===== src/rtl/cfgi2c_pkg.sv =====
package cfgi2c_pkg;

    localparam int              BYTE_W   = 8;
    localparam int              NUM_REGS = 7;
    localparam int              PTR_W    = $clog2(NUM_REGS + 1);
    localparam int              CNT_W    = $clog2(BYTE_W + 1);
    localparam logic [6:0]      DEV_ADDR = 7'h69;

    typedef enum logic [3:0] {
        ST_IDLE,
        ST_ADDR,
        ST_ADDR_ACK,
        ST_CMD,
        ST_CMD_ACK,
        ST_CNT,
        ST_CNT_ACK,
        ST_WDATA,
        ST_WDATA_ACK,
        ST_RDATA,
        ST_RACK,
        ST_SKIP
    } i2c_state_e;

    // Power-up value of each configuration register.
    function automatic logic [BYTE_W-1:0] reg_default(input int idx);
        if (idx == 0) begin
            return 8'h0C;
        end
        return 8'hFF;
    endfunction

endpackage


===== src/rtl/cfgi2c_sync.sv =====
module cfgi2c_sync #(
    parameter int LINES  = 2,
    parameter int STAGES = 2
) (
    input  logic             clk,
    input  logic             rst_n,
    input  logic [LINES-1:0] raw_i,
    output logic [LINES-1:0] now_o,
    output logic [LINES-1:0] prev_o
);

    // STAGES synchronising flops plus one history flop per line; idle bus is high.
    generate
        for (genvar g = 0; g < LINES; g++) begin : g_line
            logic [STAGES:0] pipe;

            always_ff @(posedge clk or negedge rst_n) begin
                if (!rst_n) begin
                    pipe <= '1;
                end else begin
                    pipe <= {pipe[STAGES-1:0], raw_i[g]};
                end
            end

            assign now_o[g]  = pipe[STAGES-1];
            assign prev_o[g] = pipe[STAGES];
        end
    endgenerate

endmodule


===== src/rtl/cfgi2c_regs.sv =====
module cfgi2c_regs
    import cfgi2c_pkg::*;
(
    input  logic                       clk,
    input  logic                       rst_n,
    input  logic                       wr_en,
    input  logic [PTR_W-1:0]           wr_idx,
    input  logic [BYTE_W-1:0]          wr_data,
    input  logic [PTR_W-1:0]           rd_idx,
    output logic [BYTE_W-1:0]          rd_data,
    output logic [NUM_REGS*BYTE_W-1:0] regs_flat
);

    logic [BYTE_W-1:0] regs_q [NUM_REGS];

    always_ff @(posedge clk or negedge rst_n) begin
        if (!rst_n) begin
            for (int i = 0; i < NUM_REGS; i++) begin
                regs_q[i] <= reg_default(i);
            end
        end else if (wr_en) begin
            for (int i = 0; i < NUM_REGS; i++) begin
                if (wr_idx == PTR_W'(i)) begin
                    regs_q[i] <= wr_data;
                end
            end
        end
    end

    // Read port: positions beyond the last register return all ones.
    always_comb begin
        rd_data = '1;
        for (int i = 0; i < NUM_REGS; i++) begin
            if (rd_idx == PTR_W'(i)) begin
                rd_data = regs_q[i];
            end
        end
    end

    always_comb begin
        for (int i = 0; i < NUM_REGS; i++) begin
            regs_flat[i*BYTE_W +: BYTE_W] = regs_q[i];
        end
    end

    // the controller never issues a store outside the register file
    a_r5_wr_in_range: assert property (@(posedge clk) disable iff (!rst_n)
        wr_en |-> (wr_idx < PTR_W'(NUM_REGS)));

endmodule


===== src/rtl/cfgi2c_fsm.sv =====
module cfgi2c_fsm
    import cfgi2c_pkg::*;
(
    input  logic              clk,
    input  logic              rst_n,
    input  logic              hold,
    input  logic              scl_now,
    input  logic              scl_prev,
    input  logic              sda_now,
    input  logic              sda_prev,
    input  logic [BYTE_W-1:0] rd_data,
    output logic [PTR_W-1:0]  rd_idx,
    output logic              wr_en,
    output logic [PTR_W-1:0]  wr_idx,
    output logic [BYTE_W-1:0] wr_data,
    output logic              sda_oe
);

    localparam logic [PTR_W-1:0] PTR_END   = PTR_W'(NUM_REGS);
    localparam logic [CNT_W-1:0] BITS_FULL = CNT_W'(BYTE_W);

    i2c_state_e        state, state_nx;
    logic [BYTE_W-1:0] shreg;
    logic [BYTE_W-1:0] txsh;
    logic [CNT_W-1:0]  bitcnt;
    logic [PTR_W-1:0]  ptr;
    logic              nack;

    logic scl_rise, scl_fall, start_c, stop_c, byte_full;

    assign scl_rise  =  scl_now & ~scl_prev;
    assign scl_fall  = ~scl_now &  scl_prev;
    assign start_c   =  scl_now &  scl_prev &  sda_prev & ~sda_now;
    assign stop_c    =  scl_now &  scl_prev & ~sda_prev &  sda_now;
    assign byte_full = (bitcnt == BITS_FULL);

    // Next-state logic
    always_comb begin
        state_nx = state;
        if (hold) begin
            state_nx = ST_IDLE;
        end else if (start_c) begin
            state_nx = ST_ADDR;
        end else if (stop_c) begin
            state_nx = ST_IDLE;
        end else begin
            unique case (state)
                ST_IDLE, ST_SKIP: ;
                ST_ADDR:
                    if (scl_fall && byte_full)
                        state_nx = (shreg[BYTE_W-1:1] == DEV_ADDR) ? ST_ADDR_ACK : ST_SKIP;
                ST_ADDR_ACK:
                    if (scl_fall) state_nx = shreg[0] ? ST_RDATA : ST_CMD;
                ST_CMD:
                    if (scl_fall && byte_full) state_nx = ST_CMD_ACK;
                ST_CMD_ACK:
                    if (scl_fall) state_nx = ST_CNT;
                ST_CNT:
                    if (scl_fall && byte_full) state_nx = ST_CNT_ACK;
                ST_CNT_ACK:
                    if (scl_fall) state_nx = ST_WDATA;
                ST_WDATA:
                    if (scl_fall && byte_full) state_nx = ST_WDATA_ACK;
                ST_WDATA_ACK:
                    if (scl_fall) state_nx = ST_WDATA;
                ST_RDATA:
                    if (scl_fall && byte_full) state_nx = ST_RACK;
                ST_RACK:
                    if (scl_fall) state_nx = nack ? ST_SKIP : ST_RDATA;
                default: state_nx = ST_IDLE;
            endcase
        end
    end

    // State register
    always_ff @(posedge clk or negedge rst_n) begin
        if (!rst_n) begin
            state <= ST_IDLE;
        end else begin
            state <= state_nx;
        end
    end

    // Shift, count and pointer registers
    always_ff @(posedge clk or negedge rst_n) begin
        if (!rst_n) begin
            shreg  <= '0;
            txsh   <= '1;
            bitcnt <= '0;
            ptr    <= '0;
            nack   <= 1'b0;
        end else if (hold || start_c) begin
            bitcnt <= '0;
            ptr    <= '0;
        end else if (stop_c) begin
            bitcnt <= '0;
        end else begin
            unique case (state)
                ST_ADDR, ST_CMD, ST_CNT, ST_WDATA: begin
                    if (scl_rise) begin
                        shreg  <= {shreg[BYTE_W-2:0], sda_now};
                        bitcnt <= bitcnt + 1'b1;
                    end
                    if (state == ST_WDATA && scl_fall && byte_full && ptr != PTR_END) begin
                        ptr <= ptr + 1'b1;
                    end
                end
                ST_ADDR_ACK: begin
                    if (scl_fall) begin
                        bitcnt <= '0;
                        if (shreg[0]) begin
                            txsh <= rd_data;
                            ptr  <= ptr + 1'b1;
                        end
                    end
                end
                ST_CMD_ACK, ST_CNT_ACK, ST_WDATA_ACK: begin
                    if (scl_fall) bitcnt <= '0;
                end
                ST_RDATA: begin
                    if (scl_rise) bitcnt <= bitcnt + 1'b1;
                    if (scl_fall && !byte_full) txsh <= {txsh[BYTE_W-2:0], 1'b1};
                end
                ST_RACK: begin
                    if (scl_rise) nack <= sda_now;
                    if (scl_fall) begin
                        bitcnt <= '0;
                        if (!nack) begin
                            txsh <= rd_data;
                            if (ptr != PTR_END) ptr <= ptr + 1'b1;
                        end
                    end
                end
                ST_IDLE, ST_SKIP: ;
                default: ;
            endcase
        end
    end

    // Outputs
    always_comb begin
        unique case (state)
            ST_ADDR_ACK, ST_CMD_ACK, ST_CNT_ACK, ST_WDATA_ACK: sda_oe = ~hold;
            ST_RDATA:                                          sda_oe = ~hold & ~txsh[BYTE_W-1];
            default:                                           sda_oe = 1'b0;
        endcase
        wr_en   = (state == ST_WDATA) && scl_fall && byte_full && (ptr != PTR_END)
                  && !hold && !start_c && !stop_c;
        wr_idx  = ptr;
        wr_data = shreg;
        rd_idx  = ptr;
    end

    // the tristate request parks the controller one cycle later
    a_r7_hiz_parks: assert property (@(posedge clk) disable iff (!rst_n)
        hold |=> (state == ST_IDLE));

    // a START always reopens the address phase with an empty bit count
    a_r9_start_to_addr: assert property (@(posedge clk) disable iff (!rst_n)
        (start_c && !hold) |=> (state == ST_ADDR && bitcnt == '0));

    // a STOP closes any transfer
    a_r4_stop_to_idle: assert property (@(posedge clk) disable iff (!rst_n)
        (stop_c && !hold) |=> (state == ST_IDLE));

    // address acknowledge only follows a matching address
    a_r2_ack_on_match: assert property (@(posedge clk) disable iff (!rst_n)
        (state == ST_ADDR_ACK) |-> (shreg[BYTE_W-1:1] == DEV_ADDR));

endmodule


===== src/rtl/cfgi2c_top.sv =====
module cfgi2c_top
    import cfgi2c_pkg::*;
(
    input  logic       clk,
    input  logic       rst_n,
    input  logic       scl_i,
    input  logic       sda_i,
    input  logic       pd_hiz,
    output logic       sda_pull_low,
    output logic [7:0] ctl_func,
    output logic [7:0] en_cpu_fix,
    output logic [7:0] en_pci,
    output logic [7:0] en_sdram,
    output logic [7:0] cfg_aux4,
    output logic [7:0] en_periph,
    output logic [7:0] cfg_aux6,
    output logic [1:0] op_mode,
    output logic       fix0_48m,
    output logic       fix1_48m,
    output logic       spread_narrow,
    output logic       spread_down
);

    logic [1:0]                 ln_now, ln_prev;
    logic                       wr_en;
    logic [PTR_W-1:0]           wr_idx, rd_idx;
    logic [BYTE_W-1:0]          wr_data, rd_data;
    logic [NUM_REGS*BYTE_W-1:0] regs_flat;

    cfgi2c_sync #(.LINES(2), .STAGES(2)) u_sync (
        .clk    (clk),
        .rst_n  (rst_n),
        .raw_i  ({sda_i, scl_i}),
        .now_o  (ln_now),
        .prev_o (ln_prev)
    );

    cfgi2c_fsm u_fsm (
        .clk      (clk),
        .rst_n    (rst_n),
        .hold     (pd_hiz),
        .scl_now  (ln_now[0]),
        .scl_prev (ln_prev[0]),
        .sda_now  (ln_now[1]),
        .sda_prev (ln_prev[1]),
        .rd_data  (rd_data),
        .rd_idx   (rd_idx),
        .wr_en    (wr_en),
        .wr_idx   (wr_idx),
        .wr_data  (wr_data),
        .sda_oe   (sda_pull_low)
    );

    cfgi2c_regs u_regs (
        .clk       (clk),
        .rst_n     (rst_n),
        .wr_en     (wr_en),
        .wr_idx    (wr_idx),
        .wr_data   (wr_data),
        .rd_idx    (rd_idx),
        .rd_data   (rd_data),
        .regs_flat (regs_flat)
    );

    assign ctl_func   = regs_flat[0*BYTE_W +: BYTE_W];
    assign en_cpu_fix = regs_flat[1*BYTE_W +: BYTE_W];
    assign en_pci     = regs_flat[2*BYTE_W +: BYTE_W];
    assign en_sdram   = regs_flat[3*BYTE_W +: BYTE_W];
    assign cfg_aux4   = regs_flat[4*BYTE_W +: BYTE_W];
    assign en_periph  = regs_flat[5*BYTE_W +: BYTE_W];
    assign cfg_aux6   = regs_flat[6*BYTE_W +: BYTE_W];

    // Mode code is read with bit 0 as its upper digit.
    assign op_mode       = {ctl_func[0], ctl_func[1]};
    assign fix0_48m      = ctl_func[2];
    assign fix1_48m      = ctl_func[3];
    assign spread_narrow = ctl_func[4];
    assign spread_down   = ctl_func[5];

    // the register file is frozen while the tristate request is high
    a_r7_regs_frozen: assert property (@(posedge clk) disable iff (!rst_n)
        pd_hiz |=> $stable(regs_flat));

endmodule


===== config.mk =====
export PLATFORM = sky130hd
export DESIGN_NAME = cfgi2c_top
export DESIGN_NICKNAME = d
export VERILOG_FILES = /design/src/rtl/cfgi2c_pkg.sv /design/src/rtl/cfgi2c_sync.sv /design/src/rtl/cfgi2c_regs.sv /design/src/rtl/cfgi2c_fsm.sv /design/src/rtl/cfgi2c_top.sv
export SDC_FILE = /design/constraint.sdc
export NUM_CORES = 1
export LEC_CHECK = 0
export BUFFER_PORTS_ARGS = -buffer_cell sky130_fd_sc_hd__clkbuf_2
export CAP_MARGIN = 15
export CELL_PAD_IN_SITES_DETAIL_PLACEMENT = 1
export CELL_PAD_IN_SITES_GLOBAL_PLACEMENT = 2
export CORE_UTILIZATION = 41
export DETAILED_ROUTE_END_ITERATION = 8
export PLACE_DENSITY = 0.92
export SYNTH_ARGS = -nofsm -noshare
export SYNTH_HDL_FRONTEND = slang
export SYNTH_SLANG_ARGS = --single-unit

===== constraint.sdc =====
create_clock -name clk -period 3.9 [get_ports clk]
set_clock_uncertainty 0.15 [all_clocks]
set_input_delay 0.585 -clock clk [delete_from_list [all_inputs] [get_ports clk]]
set_output_delay 0.585 -clock clk [all_outputs]
set_load 0.03 [all_outputs]

==> results of run 1 <==
-- routing by layer --
metal,part of all wire,track usage,vias up
li1,-,-,1731
met1,0.46,0.312,1953
met2,0.49,0.388,99
met3,0.039,0.0365,22
met4,0.020,0.0910,0
met5,0,0,-
-- Yosys cell counts, types with 3 or more instances --
master	number	area, sq um
sky130_fd_sc_hd__nor4_1	9	56.3
sky130_fd_sc_hd__o211ai_1	5	37.5
sky130_fd_sc_hd__and2_1	4	25.0
sky130_fd_sc_hd__mux2i_1	3	30.0
sky130_fd_sc_hd__buf_1	6	22.5
sky130_fd_sc_hd__a21o_1	10	75.1
sky130_fd_sc_hd__nor2b_1	21	131
sky130_fd_sc_hd__dfrtp_1	26	651
sky130_fd_sc_hd__a21oi_1	24	120
sky130_fd_sc_hd__buf_2	3	15.0
sky130_fd_sc_hd__nand4_2	4	50.1
sky130_fd_sc_hd__nand4b_1	3	26.3
sky130_fd_sc_hd__inv_1	21	78.8
sky130_fd_sc_hd__and4b_1	3	30.0
sky130_fd_sc_hd__nor3b_1	12	90.1
sky130_fd_sc_hd__a311oi_1	7	61.3
sky130_fd_sc_hd__buf_4	7	52.6
sky130_fd_sc_hd__nand3_2	3	30.0
sky130_fd_sc_hd__mux2_2	66	743
sky130_fd_sc_hd__o21ai_0	20	100
sky130_fd_sc_hd__clkbuf_1	21	78.8
sky130_fd_sc_hd__nand2_1	19	71.3
sky130_fd_sc_hd__or2_2	3	18.8
sky130_fd_sc_hd__nand4_1	3	18.8
sky130_fd_sc_hd__or3_1	3	18.8
sky130_fd_sc_hd__dfstp_2	64	1680
sky130_fd_sc_hd__a31oi_1	5	31.3
sky130_fd_sc_hd__nor2_1	8	30.0
sky130_fd_sc_hd__o32ai_1	7	61.3
sky130_fd_sc_hd__ha_1	8	100
sky130_fd_sc_hd__o311ai_0	10	87.6
sky130_fd_sc_hd__nand3_1	9	45.0
-- state kept, by name, summed over array words and instances, names as in the netlist --
signal              cells
u_regs.regs_flat       56
u_fsm.txsh              8
u_fsm.rd_idx            3
u_fsm.state             4
u_fsm.wr_data           8
u_fsm.nack              1
u_fsm.bitcnt            4
u_sync.g_line.pipe      6
-- cells by family (layout without fill, tap and decap cells) --
kind of cell	after synthesis	after routing	synth area share
XOR/XNOR	2	2	0.00355
AND/OR/NAND/NOR	118	118	0.157
AO/OA/AOI/OAI	99	99	0.136
flip-flops	90	90	0.473
adder cells (fa/ha/maj)	8	8	0.0203
buffers and inverters	60	109	0.0536
multiplexers	69	69	0.157
-- power groups by stage --
stage          Combinational (uW)  Clock, uW  Sequential, uW
3_5_place_dp                  393          0            1130
3_3_place_gp                  381          0            1120
2_1_floorplan                 355          0            1030
6_report                      406       1010            1120
4_1_cts                       404       1030            1110
5_1_grt                       442       1070            1130
-- per-stage QoR --
stage,worst slack (ps),power [uW],instances
2_1_floorplan,1560,1390,446
3_3_place_gp,1090,1500,622
3_5_place_dp,996,1520,622
4_1_cts,928,2550,638
5_1_grt,597,2640,638
6_report,843,2540,638
-- cell type report --
type                       instances  area (sq um)
clock buffer                       9           225
timing repair buffer              72           375
tap                              143           179
multi-input combinational        296          2330
sequential                        90          2330
fill                            1253          5920
clock inverter                     7           123
inverter                          21          78.8
-- cell usage in the layout (no fill, tap or decap), drive strengths merged, types with 4 or more instances in the layout --
cell	instances
o311ai	10
nand2	19
a21o	10
a21oi	24
ha	8
nand4	7
a31oi	5
a311oi	7
nor2	8
nor4	10
mux2	66
dfstp	64
inv	23
clkbuf	75
and2	4
o32ai	7
buf	6
nor2b	21
o21ai	20
o211ai	5
nor3b	12
dfrtp	26
nand3	12
-- path summary, 6_finish.rpt --
check / start / endpoint / depth (start not counted)
max: u_fsm.rd_idx[1] / u_fsm.txsh[4] / 6
min: scl_i / u_sync.g_line[0].pipe[0] / 1
max reg2reg: u_fsm.rd_idx[1] / u_fsm.txsh[4] / 6
min reg2reg: u_sync.g_line[1].pipe[0] / u_sync.g_line[1].pipe[1] / 0
max in group asynchronous: rst_n / u_regs.regs_flat[9] / 2
min in group asynchronous: rst_n / u_fsm.bitcnt[3] / 1
==> results_tabular.tex, run 1 <==
\begin{tabular}{lr}
\hline
Metric & Value \\
\hline
\multicolumn{2}{l}{\textbf{Status}} \\
\quad Run status & finished with violations \\
\quad Violations in the final reports & design-rule violations \\
\multicolumn{2}{l}{\textbf{Yosys}} \\
\quad Post-Synthesis Net Count & between 400 and 500 \\
\quad Main flop type after synthesis & sky130\_fd\_sc\_hd\_\_dfstp\_2 \\
\quad Number of enable flip-flop cells after synthesis & 0 \\
\quad Post-Synthesis Cells & 446 \\
\quad Ys async rst share & 1.00 \\
\quad Register bit count reported by yosys & 90 \\
\quad Sequential share of the synthesized area & 0.473 \\
\quad Yosys warns & 0 \\
\quad Synthesized area per cell & 11.1 sq um \\
\quad Netlist area before placement & 0.00493 sq mm \\
\quad Cell variety after synth & 54 \\
\multicolumn{2}{l}{\textbf{Routing}} \\
\quad Number of DRC markers in iteration 0 & about 190 \\
\quad DRC violation count after routing & 4 \\
\quad Number of vias per cell & just under 6 \\
\quad Length of the first detailed-routing pass in iterations & 6 \\
\quad Detailed-route via count & $\sim$3800 \\
\quad Routed wirelength normalized by instance count & approximately 22 um \\
\quad Number of nets with antenna violations after routing & 0 \\
\quad Final wirelength & roughly 14000 um \\
\multicolumn{2}{l}{\textbf{Critical path}} \\
\quad Crit path kind & flip-flop to flip-flop \\
\quad Maximum fanout count along the critical path & 34 \\
\quad Critical path buffer and inverter count & 1 \\
\quad Critical path, cell by cell & inv\_1 > ha\_1 > nor3b\_1 > o311ai\_0 > a311oi\_1 > o32ai\_1 \\
\quad Critical path's top delay family & compound AO/OA/AOI/OAI gates \\
\quad Worst Path Required & around 4000 ps \\
\quad Critical path startpoint category & flip-flop \\
\quad Critical Path End Type & flip-flop \\
\quad Worst path arrival time & 3160 ps \\
\quad Standard cell with the maximum stage delay on the critical path & sky130\_fd\_sc\_hd\_\_ha\_1 \\
\quad CP peak stage delay & roughly 860 ps \\
\quad Worst R2R Setup Slack & between 800 and 900 ps \\
\multicolumn{2}{l}{\textbf{Clock tree}} \\
\quad Buffer depth of the longest clock path & 2 \\
\quad Number of buffers inserted during clock tree synthesis & 9 \\
\quad CTS-repair resized insts & 0 \\
\quad H-Tree Level Count & 3 \\
\quad Cell chosen for the clock root & sky130\_fd\_sc\_hd\_\_clkbuf\_16 \\
\quad Clock latency on the worst-skew pair & $\sim$350 ps \\
\quad Number of buffers added to fix hold violations after cts & 0 \\
\quad Post-CTS Setup Bufs & 0 \\
\quad Clk sink count & 90 \\
\quad TritonCTS clock tree & yes \\
\quad Register clock-pin slew on the reported worst setup and hold paths & 60 ps \\
\multicolumn{2}{l}{\textbf{Floorplan}} \\
\quad DIE AREA & about 0.012 sq mm \\
\quad Die H & between 100 and 150 um \\
\quad Core Area & about 0.012 sq mm \\
\quad Top-Level Pins & 68 \\
\quad Effective utilization at floorplan & 0.426 \\
\quad Die extent in x & approximately 110 um \\
\quad Cell Rows & 39 \\
\multicolumn{2}{l}{\textbf{Power and ir drop}} \\
\quad Leakage component of the power & $\sim$0.0025 uW \\
\quad Internal power contribution & 1780 uW \\
\quad Switch Pwr & 751 uW \\
\quad Power share of the sequential group & 0.441 \\
\quad VDD IR max & between 150 and 200 uV \\
\quad Proportion of power drawn by the clock network & 0.399 \\
\quad Power per standard cell area & roughly 450 mW/mm\^{}2 \\
\quad Switching share of total power & 0.296 \\
\quad Combinational share of power & 0.160 \\
\multicolumn{2}{l}{\textbf{Placement}} \\
\quad Port-buffer cells & between 60 and 70 \\
\quad RePlAce Congestion & 0.853 \\
\quad Final HPWL DP & 9820 um \\
\quad Cell Area, Placed & 0.00530 sq mm \\
\multicolumn{2}{l}{\textbf{GRT}} \\
\quad Maximum number of pins on one net before global-route repair & 76 \\
\quad Antenna violations before repair & 0 \\
\quad Overall Global Routing Usage & 0.235 \\
\quad First-pass GRT wire length & 22500 um \\
\quad Number of global-route vias before repair & $\sim$4000 \\
\quad Grt ovf & 0 \\
\multicolumn{2}{l}{\textbf{Layout}} \\
\quad Post-layout util & 0.488 \\
\quad ANT cells & 0 \\
\quad Finished Cell Area & 0.00565 sq mm \\
\quad NumNets Final & roughly 500 \\
\quad Area grow syn2layout & 14.5\% \\
\quad Fraction of final layout cells with drive strength greater than 1 & 0.471 \\
\multicolumn{2}{l}{\textbf{Timing}} \\
\quad Headroom to the max-slew limit & 0.294 \\
\quad Hold\_ws & between 150 and 200 ps \\
\quad Hold violation count in the final report & 0 \\
\quad Final count of negative-setup-slack endpoints & 0 \\
\quad Peak Freq & between 300 and 400 MHz \\
\quad Clock period minus final worst setup slack & between 3000 and 4000 ps \\
\quad Setup repair after global routing missed its margin & false \\
\quad Final worst path period share & 0.784 \\
\quad Setup total negative slack & 0 ps \\
\quad Slew at the pin with the worst max-slew slack & 1060 ps \\
\quad Max-slew violation count & 0 \\
\multicolumn{2}{l}{\textbf{Job}} \\
\quad Reported max-cap violation count & 0 \\
\multicolumn{2}{l}{\textbf{Min path}} \\
\quad Kind of path behind the tightest hold check & primary input to flip-flop \\
\hline
\end{tabular}
No activity file was read; power rests on OpenSTA's default activity.
==> run 2, diff against run 1 <==
--- a/config.mk
+++ b/config.mk
@@ -9,9 +9,9 @@
 export CAP_MARGIN = 15
 export CELL_PAD_IN_SITES_DETAIL_PLACEMENT = 1
 export CELL_PAD_IN_SITES_GLOBAL_PLACEMENT = 2
-export CORE_UTILIZATION = 41
+export CORE_UTILIZATION = 34
 export DETAILED_ROUTE_END_ITERATION = 8
-export PLACE_DENSITY = 0.92
+export PLACE_DENSITY = 0.82
 export SYNTH_ARGS = -nofsm -noshare
 export SYNTH_HDL_FRONTEND = slang
 export SYNTH_SLANG_ARGS = --single-unit
==> constraint.sdc (replaced) <==
create_clock -name clk -period 2.5 [get_ports clk]
set_clock_uncertainty 0.15 [all_clocks]
set_input_delay 0.375 -clock clk [delete_from_list [all_inputs] [get_ports clk]]
set_output_delay 0.375 -clock clk [all_outputs]
set_load 0.03 [all_outputs]
==> run 2 against run 1 <==
Compared with the run above: the run now ends clean; critical endpoint is now u_fsm.txsh[7]; core utilization is 7.1 points lower; hold slack better by 40 ps; worst setup slack worse by 730 ps; global-route usage is 3.3 points lower; sequential power is 46% higher; total power is 48% higher; clock-buffer cell count is 1 higher; combinational power is 100% higher; maximum frequency is 28% higher; cell count is 9.2% higher; critical path depth stayed put; final area is 3.3% higher.
==> results_tabular.tex, run 2 (same netlist as run 1, synthesis figures left out) <==
\begin{tabular}{lr}
\hline
Metric & Value \\
\hline
\multicolumn{2}{l}{\textbf{Clock tree}} \\
\quad Clock latency on the worst-skew pair & 350 ps (about the same) \\
\quad TritonCTS clock tree & yes \\
\quad H-Tree Level Count & 3 (unchanged) \\
\quad Number of buffers inserted during clock tree synthesis & 9 (unchanged) \\
\quad Buffer depth of the longest clock path & 2 (unchanged) \\
\quad Post-CTS Setup Bufs & 0 (unchanged) \\
\quad Clk sink count & 90 (unchanged) \\
\quad Cell chosen for the clock root & sky130\_fd\_sc\_hd\_\_clkbuf\_16 \\
\quad Register clock-pin slew on the reported worst setup and hold paths & 60 ps (about the same) \\
\multicolumn{2}{l}{\textbf{Routing}} \\
\quad Met2 wirelength from detailed routing & 6560 um (-3.1\%) \\
\quad Number of DRC markers in iteration 0 & 190 (+0.53\%) \\
\quad M1 WL & 6670 um (+5.1\%) \\
\quad Routed wirelength normalized by instance count & 20.3 um (-7.2\%) \\
\quad DRC violation count after routing & 0 (-4) \\
\quad Number of vias per cell & 5.51 (-7.7\%) \\
\quad Met3 WL & 611 um (+13\%) \\
\quad Final wirelength & 14100 um (+1.4\%) \\
\quad Number of nets with antenna violations after routing & 0 (unchanged) \\
\quad Topmost layer with routed signal wires & met4 \\
\quad Length of the first detailed-routing pass in iterations & 4 (-2) \\
\quad Detailed-route via count & 3838 (+0.87\%) \\
\multicolumn{2}{l}{\textbf{Critical path}} \\
\quad Worst Path Required & 2600 ps (-1400 ps) \\
\quad Worst R2R Setup Slack & 120 ps (-730 ps) \\
\quad Critical path buffer and inverter count & 1 (unchanged) \\
\quad Critical path, cell by cell & inv\_1 > ha\_2 > nor3b\_1 > o311ai\_1 > a311oi\_1 > o32ai\_1 \\
\quad Maximum fanout count along the critical path & 20 (-41\%) \\
\quad Critical path's top delay family & compound AO/OA/AOI/OAI gates \\
\quad Critical Path End Type & flip-flop \\
\quad Standard cell with the maximum stage delay on the critical path & sky130\_fd\_sc\_hd\_\_o311ai\_1 \\
\quad Worst path arrival time & 2490 ps (-670 ps) \\
\quad CP peak stage delay & 500 ps (-360 ps) \\
\quad Crit path kind & flip-flop to flip-flop \\
\quad Critical path startpoint category & flip-flop \\
\multicolumn{2}{l}{\textbf{Placement}} \\
\quad Final HPWL DP & 10200 um (+4.0\%) \\
\quad RePlAce Congestion & 0.826 (-3.1\%) \\
\quad Worst setup timing slack at the placement stage & -222 ps (-1220 ps) \\
\quad Port-buffer cells & 67 (unchanged) \\
\multicolumn{2}{l}{\textbf{Layout}} \\
\quad Post-layout util & 0.417 (-0.0711) \\
\quad Area grow syn2layout & 18.4\% \\
\quad Flip-flop count of the largest register, all copies and words added & 56 (unchanged) \\
\quad ANT cells & 0 (unchanged) \\
\quad Seq. cell area & 0.00233 sq mm (unchanged) \\
\quad NumNets Final & 525 (+4.4\%) \\
\quad Most used cells in the layout excluding fill and tap cells & sky130\_fd\_sc\_hd\_\_mux2\_2 (66), sky130\_fd\_sc\_hd\_\_clkbuf\_2 (66), sky130\_fd\_sc\_hd\_\_dfstp\_2 (64), sky130\_fd\_sc\_hd\_\_dfrtp\_1 (26), sky130\_fd\_sc\_hd\_\_a21oi\_1 (24) \\
\quad Fraction of final layout cells with drive strength greater than 1 & 0.491 (+0.0206) \\
\quad Area of the multi-input gates & 0.00235 sq mm (+0.54\%) \\
\quad Layout fillers & 1564 (+25\%) \\
\multicolumn{2}{l}{\textbf{GRT}} \\
\quad Number of global-route vias before repair & 4063 (+3.1\%) \\
\quad Overall Global Routing Usage & 0.202 (-0.0334) \\
\quad Grt ovf & 0 (unchanged) \\
\quad Maximum number of pins on one net before global-route repair & 45 (-41\%) \\
\quad Antenna violations before repair & 0 (unchanged) \\
\quad First-pass GRT wire length & 22900 um (+1.7\%) \\
\multicolumn{2}{l}{\textbf{Floorplan}} \\
\quad Cell Rows & 43 (+10\%) \\
\quad Die H & 122 um (+9.6\%) \\
\quad Core Area & 0.0140 sq mm (+21\%) \\
\quad Effective utilization at floorplan & 0.352 (-0.0739) \\
\quad Die extent in x & 122 um (+9.6\%) \\
\quad DIE AREA & 0.0150 sq mm (+20\%) \\
\quad Top-Level Pins & 68 (unchanged) \\
\multicolumn{2}{l}{\textbf{Power and ir drop}} \\
\quad Pwr Total & 3740 uW (+48\%) \\
\quad Power per standard cell area & 641 mW/mm\^{}2 (+43\%) \\
\quad VDD IR max & 314 uV (+72\%) \\
\quad Leakage component of the power & 0.00262 uW (+3.7\%) \\
\multicolumn{2}{l}{\textbf{Timing}} \\
\quad Final worst path period share & 0.953 (+0.170) \\
\quad Clock period minus final worst setup slack & 2380 ps (-673 ps) \\
\quad Final count of negative-setup-slack endpoints & 0 (unchanged) \\
\quad Headroom to the max-slew limit & 0.600 (+0.306) \\
\quad Slew at the pin with the worst max-slew slack & 592 ps (-467 ps) \\
\quad Max-slew violation count & 0 (unchanged) \\
\quad Setup repair after global routing missed its margin & false \\
\quad Peak Freq & 420 MHz (+28\%) \\
\quad Hold violation count in the final report & 0 (unchanged) \\
\quad Final setup margin & 116 ps (-727 ps) \\
\multicolumn{2}{l}{\textbf{Status}} \\
\quad Run status & finished, final reports clean \\
\multicolumn{2}{l}{\textbf{Job}} \\
\quad Reported max-cap violation count & 0 (unchanged) \\
\multicolumn{2}{l}{\textbf{Min path}} \\
\quad Kind of path behind the tightest hold check & flip-flop to flip-flop \\
\hline
\end{tabular}
[run 2: worst paths after layout]
check | from | cells past startpoint | endpoint
min reg2reg | u_sync.g_line[1].pipe[0] | 0 | u_sync.g_line[1].pipe[1]
max | u_fsm.rd_idx[1] | 6 | u_fsm.txsh[7]
max in group asynchronous | rst_n | 3 | u_regs.regs_flat[14]
min in group asynchronous | rst_n | 2 | u_fsm.bitcnt[2]
max reg2reg | u_fsm.rd_idx[1] | 6 | u_fsm.txsh[7]
min | u_sync.g_line[1].pipe[0] | 0 | u_sync.g_line[1].pipe[1]
[run 2: stage by stage]
stage / instances / setup TNS (ps) / hold slack [ps] / cell area (sq um)
floorplan: 446 / 0 / -70.6 / 4930
global placement: 678 / -217 / 196 / 5510
detailed placement: 678 / -879 / 200 / 5510
CTS: 697 / 0 / 209 / 5830
global route: 697 / 0 / 215 / 5840
finish: 697 / 0 / 210 / 5840
[run 2: metal layers]
layer  up-vias  global-route usage
li1       1767                   -
met1      1952               0.275
met2        96               0.316
met3        23              0.0381
met4         0              0.0785
met5         -                   0
[run 2: layout make-up]
cell class | count | area share
clock buffer | 10 | 0.0392
clock inverter | 6 | 0.00879
inverter | 21 | 0.0135
multi-input combinational | 296 | 0.402
sequential | 90 | 0.400
tap | 180 | 0.0386
timing repair buffer | 94 | 0.0982
[run 2: power breakdown]
group	total [uW]	switching (uW)	internal, uW	leakage, uW
logic	821	509	311	0.00147
registers	1630	77.0	1550	0.00102
clock network	1290	604	688	0.000128
[run 2: what timing repair did]
item | CTS | global route
hold endpoints to repair | 9 | 0
setup endpoints to repair | 8 | 2
hold buffers | 3 | 0
gates resized for setup | 8 | 2
[run 2: worst register-to-register path, stage by stage, from the launching register on]
cell and delay (ps):
sky130_fd_sc_hd__dfrtp_1 420, sky130_fd_sc_hd__inv_1 110, sky130_fd_sc_hd__ha_2 450, sky130_fd_sc_hd__nor3b_1 140, sky130_fd_sc_hd__o311ai_1 500, sky130_fd_sc_hd__a311oi_1 210, sky130_fd_sc_hd__o32ai_1 310
